### src/rtl/xlat_ctx_pkg.sv
package xlat_ctx_pkg;

    localparam int STATE_W = 32;
    localparam int IDX_W   = 3;
    localparam int FLAG_W  = 7;

    // state word bit positions
    localparam int ST_LE = 0;
    localparam int ST_PR = 1;
    localparam int ST_DR = 2;
    localparam int ST_FP = 3;
    localparam int ST_IR = 4;
    localparam int ST_SE = 5;
    localparam int ST_BE = 6;
    localparam int ST_DE = 7;
    localparam int ST_HV = 8;
    localparam int ST_GS = 9;
    localparam int ST_IS = 10;
    localparam int ST_DS = 11;

    // index bit positions
    localparam int IX_KERN = 0;
    localparam int IX_SPC  = 1;
    localparam int IX_CTX  = 2;

    typedef enum logic {
        ENC_SERVER = 1'b0,
        ENC_EMBED  = 1'b1
    } enc_e;

    typedef struct packed {
        logic [IDX_W-1:0] iidx;
        logic [IDX_W-1:0] didx;
    } ctx_pair_t;

    // packed from msb to lsb: bit 0 is le
    typedef struct packed {
        logic hv;
        logic btrace;
        logic sstep;
        logic fp;
        logic dr;
        logic pr;
        logic le;
    } xflags_t;

    function automatic logic kern_bit(input logic user_mode);
        return ~user_mode;
    endfunction

endpackage

### src/rtl/xlat_idx_gen.sv
module xlat_idx_gen
    import xlat_ctx_pkg::*;
#(
    parameter int SW = STATE_W
) (
    input  logic [SW-1:0] state,
    input  enc_e          enc,
    output ctx_pair_t     ctx
);
    localparam int NENC = 2;

    logic [IDX_W-1:0] iidx_v [NENC];
    logic [IDX_W-1:0] didx_v [NENC];

    for (genvar e = 0; e < NENC; e++) begin : g_enc
        always_comb begin
            iidx_v[e]          = '0;
            didx_v[e]          = '0;
            iidx_v[e][IX_KERN] = kern_bit(state[ST_PR]);
            didx_v[e][IX_KERN] = kern_bit(state[ST_PR]);
            if (e == int'(ENC_SERVER)) begin
                iidx_v[e][IX_CTX] = state[ST_HV];
                didx_v[e][IX_CTX] = state[ST_HV];
                iidx_v[e][IX_SPC] = ~state[ST_IR];
                didx_v[e][IX_SPC] = ~state[ST_DR];
            end else begin
                iidx_v[e][IX_CTX] = state[ST_GS];
                didx_v[e][IX_CTX] = state[ST_GS];
                iidx_v[e][IX_SPC] = state[ST_IS];
                didx_v[e][IX_SPC] = state[ST_DS];
            end
        end
    end

    always_comb begin
        ctx.iidx = iidx_v[int'(enc)];
        ctx.didx = didx_v[int'(enc)];
    end

endmodule

### src/rtl/xlat_flag_gen.sv
module xlat_flag_gen
    import xlat_ctx_pkg::*;
#(
    parameter int SW = STATE_W
) (
    input  logic [SW-1:0] state,
    input  logic          hv_capable,
    input  logic          dbg_cfg_en,
    input  logic          dbg_icmp,
    input  logic          dbg_brt,
    output xflags_t       fl
);
    always_comb begin
        fl.le = state[ST_LE];
        fl.pr = state[ST_PR];
        fl.dr = state[ST_DR];
        fl.fp = state[ST_FP];
        if (dbg_cfg_en) begin
            fl.sstep  = dbg_icmp & state[ST_DE];
            fl.btrace = dbg_brt  & state[ST_DE];
        end else begin
            fl.sstep  = state[ST_SE];
            fl.btrace = state[ST_BE];
        end
        fl.hv = ~hv_capable | state[ST_HV];
    end

endmodule

### src/rtl/xlat_ctx_store.sv
module xlat_ctx_store
    import xlat_ctx_pkg::*;
(
    input  logic      clk,
    input  logic      rst,
    input  logic      load,
    input  ctx_pair_t fresh_ctx,
    input  xflags_t   fresh_fl,
    output ctx_pair_t held_ctx,
    output xflags_t   held_fl,
    output logic      diff
);
    always_ff @(posedge clk) begin
        if (rst) begin
            held_ctx <= '0;
            held_fl  <= '0;
        end else if (load) begin
            held_ctx <= fresh_ctx;
            held_fl  <= fresh_fl;
        end
    end

    always_comb begin
        diff = (held_ctx != fresh_ctx) || (held_fl != fresh_fl);
    end

endmodule

### src/rtl/xlat_ctx_gen.sv
module xlat_ctx_gen
    import xlat_ctx_pkg::*;
#(
    parameter int SW = STATE_W
) (
    input  logic              clk,
    input  logic              rst,
    input  logic              load,
    input  logic              embedded_mode,
    input  logic              hv_capable,
    input  logic              dbg_cfg_en,
    input  logic              dbg_icmp,
    input  logic              dbg_brt,
    input  logic [SW-1:0]     state_word,
    output logic [IDX_W-1:0]  imode_idx,
    output logic [IDX_W-1:0]  dmode_idx,
    output logic [FLAG_W-1:0] flags,
    output logic              mismatch
);
    enc_e      enc;
    ctx_pair_t fresh_ctx;
    ctx_pair_t held_ctx;
    xflags_t   fresh_fl;
    xflags_t   held_fl;

    assign enc = enc_e'(embedded_mode);

    xlat_idx_gen #(.SW(SW)) u_idx (
        .state (state_word),
        .enc   (enc),
        .ctx   (fresh_ctx)
    );

    xlat_flag_gen #(.SW(SW)) u_flag (
        .state      (state_word),
        .hv_capable (hv_capable),
        .dbg_cfg_en (dbg_cfg_en),
        .dbg_icmp   (dbg_icmp),
        .dbg_brt    (dbg_brt),
        .fl         (fresh_fl)
    );

    xlat_ctx_store u_store (
        .clk       (clk),
        .rst       (rst),
        .load      (load),
        .fresh_ctx (fresh_ctx),
        .fresh_fl  (fresh_fl),
        .held_ctx  (held_ctx),
        .held_fl   (held_fl),
        .diff      (mismatch)
    );

    assign imode_idx = held_ctx.iidx;
    assign dmode_idx = held_ctx.didx;
    assign flags     = held_fl;

endmodule

### config.mk
export PLATFORM = sky130hd
export DESIGN_NAME = xlat_ctx_gen
export DESIGN_NICKNAME = d
export VERILOG_FILES = /design/src/rtl/xlat_ctx_pkg.sv /design/src/rtl/xlat_idx_gen.sv /design/src/rtl/xlat_flag_gen.sv /design/src/rtl/xlat_ctx_store.sv /design/src/rtl/xlat_ctx_gen.sv
export SDC_FILE = /design/constraint.sdc
export NUM_CORES = 1
export LEC_CHECK = 0
export BUFFER_PORTS_ARGS = -buffer_cell sky130_fd_sc_hd__buf_4
export CAP_MARGIN = 20
export CORE_AREA = 2 2 43 45
export CTS_CLUSTER_DIAMETER = 80
export DETAILED_ROUTE_END_ITERATION = 12
export DIE_AREA = 0 0 45 47
export GPL_TIMING_DRIVEN = 0
export MAX_ROUTING_LAYER = met4
export PLACE_DENSITY = 0.79
export SLEW_MARGIN = 10
export SYNTH_ARGS = -nofsm -noshare
export SYNTH_HDL_FRONTEND = slang
export SYNTH_SLANG_ARGS = --single-unit
### constraint.sdc
create_clock -name clk -period 2.2 [get_ports clk]
set_input_delay 0.11 -clock clk [delete_from_list [all_inputs] [get_ports clk]]
set_output_delay 0.11 -clock clk [all_outputs]
set_load 0.01 [all_outputs]
==> flow_summary.ini <==
[outcome]
outcome = finished, final reports clean

[synth]
syn_area_sq_um = 609
syn_nets = 109
synth_compound_area_share_pct = 12.7
synthAdderAreaFrac_pct = 0
synthMuxAreaShare_pct = 11.5
synthCells = 69
synth_cell_types = 22
ys_seq_elements = 11
yosys_warnings = 0
yosys.area_share.simple_pct = 19.9
synth_top_family_by_area = simple AND/OR/NAND/NOR gates
syn_avg_cell_area_sq_um = 8.83
yosysSeqAreaShare_pct = 36.1
synth_xor_area_share_pct = 14.4

[cts]
clock_latency_ps = 260
cts-root-buf = clkbuf_4
clk_pin_slew_worst_paths_ps = 80
cts_buffers = 3
htreeDepth = 1
ctsHoldBuffers = 0
postCtsSetupRepairBufs = 0
cts_buffer_depth = 2
post_cts_resized = 0
cts_tree = done
cts_sinks = 11

[route]
num_vias = 624
avgViaCountPerCell = 5.11
drtPass1Iterations = 4
ant_nets = 0
wirelength_mm = 1.49
drc_errors = 0
drt_iter0_markers = 4
drt-wirelength-per-cell_um = 12.2

[global_route]
grt_max_degree = 11
globalRouteTotalUtil_pct = 15.4
grt_pass1_wl_mm = 2.23
met3_usage_pct = 3.85
grt_pass1_vias = 571
met2_usage_pct = 26.0
antenna_found_initial = 0
overflow = 0
busiest_layer = met2
grtUsageMet1_pct = 17.0

[sta]
finalSetupViolations = 0
fmaxAchievable_mhz = 568
fin_crit_sh_pct = 80.1
finClkSkew_ps = 0
drv_slew = 0
rsz0062_at_grt = no
fin_ws_ps = 438
hold_viol = 0
tightest_slew_ps = 480
setup-tns-final_ps = 0
period_needed_ps = 1760
slew_headroom_pct = 68.0

[cells_and_area]
final_nets = 146
layout_common_cells = buf_4, nor2_1, dfxtp_1
drive_gt1_share_pct = 38.1
syn2layout_area_growth_pct = 47.2
instances_no_fill = 122
final_common_cell = buf_4
n_antenna_cell = 0
fin_util_pct = 54.3

[die]
start_util_pct = 36.9
die-area_sq_um = 2120
die_width_um = 45
coreArea_sq_um = 1650
io_pins = 54
std_cell_rows = 15
die_y_um = 47

[flow_run]
max_cap_violations = 0

[pwr]
p_leak_uw = 0.000427
peakVddDrop_mv = 0.229
powerDensity_nw_per_um2 = 550

[setup_path]
critPathKind = register to primary output
critPathArrivalTime_ps = 1650
path_max_fanout = 5
critPathCaptureType = primary output
start_kind = register
cp_data_required_time_ps = 2090

[placement]
gp_congestion = 0.800
dp_hpwl_mm = 1.21
post-place-ws_ps = 738
dp_cells = 118
portBuffers = 32

[hold_path]
hp-class = primary input to register
==> report_power, final <==
group	internal (uW)	switching, uW	leakage [uW]
sequential	213	14.0	0.0000912
clock	70.0	69.7	0.0000150
combinational	72.7	54.6	0.000321
==> area by class of cell <==
type | instances | area [sq um]
Buffer | 5 | 28.8
Clock buffer | 4 | 26.3
Fill cell | 175 | 754
Inverter | 1 | 3.75
Multi-Input combinational cell | 52 | 357
Sequential cell | 11 | 220
Tap cell | 17 | 21.3
Timing Repair Buffer | 32 | 240
==> flip-flops by register name, indices dropped and copies added, names as in the netlist <==
name / flops
u_store.held_ctx: 4
u_store.held_fl: 7
==> logic make-up (layout without fill, tap and decap cells) <==
family                 after synthesis  after routing
AND/OR/NAND/NOR                     25             25
XOR/XNOR                            10             10
multiplexers                         7              7
flip-flops                          11             11
AO/OA/AOI/OAI                       10             10
buffers and inverters                6             42
==> critical path: stages, from the launching register on <==
cell	delay, ps
dfxtp_1	450
xnor2_1	150
o221ai_1	130
nor4_1	360
nand4_1	130
buf_4	170
==> per-layer routing <==
| metal | vias up | share of wire [%] |
|---|---|---|
| li1 | 313 | - |
| met1 | 282 | 41 |
| met2 | 25 | 50 |
| met3 | 4 | 7.6 |
| met4 | 0 | 1.9 |
| met5 | - | 0 |
==> synth_stat cells (all sizes together) <==
cell type	count	area (sq um)
nor2	13	48.8
dfxtp	11	220
mux2i	7	70.1
xor2	6	52.6
a211oi	4	30.0
buf	4	25.0
xnor2	4	35.0
a311oi	3	26.3
nand3	3	15.0
nand2	2	7.51
nand2b	2	12.5
a21oi	1	5.00
and3b	1	8.76
clkbuf	1	3.75
inv	1	3.75
nand4	1	6.26
nor2b	1	8.76
nor3b	1	7.51
nor4	1	6.26
o211ai	1	7.51
o221ai	1	8.76
==> metrics by stage <==
step / power [uW] / hold WS (ps) / area, sq um
4_1_cts: 496 / 6.37 / 897
2_1_floorplan: 294 / 188 / 609
3_5_place_dp: 360 / 286 / 871
6_report: 494 / 7.24 / 897
5_1_grt: 520 / 15.7 / 897
3_3_place_gp: 357 / 286 / 871
==> path summary, 6_finish.rpt <==
path | from | to | slack [ps] | depth (start not counted)
hold / removal | rst | u_store.held_ctx[3]$_SDFFE_PP0P_ | 7 | 2
setup / recovery | u_store.held_fl[5]$_SDFFE_PP0P_ | mismatch | 440 | 5
hold reg to reg | u_store.held_fl[4]$_SDFFE_PP0P_ | u_store.held_fl[4]$_SDFFE_PP0P_ | 520 | 2
setup reg to reg | u_store.held_fl[5]$_SDFFE_PP0P_ | u_store.held_fl[5]$_SDFFE_PP0P_ | 1380 | 2
Note: power is estimated with default switching activity, not from simulation.
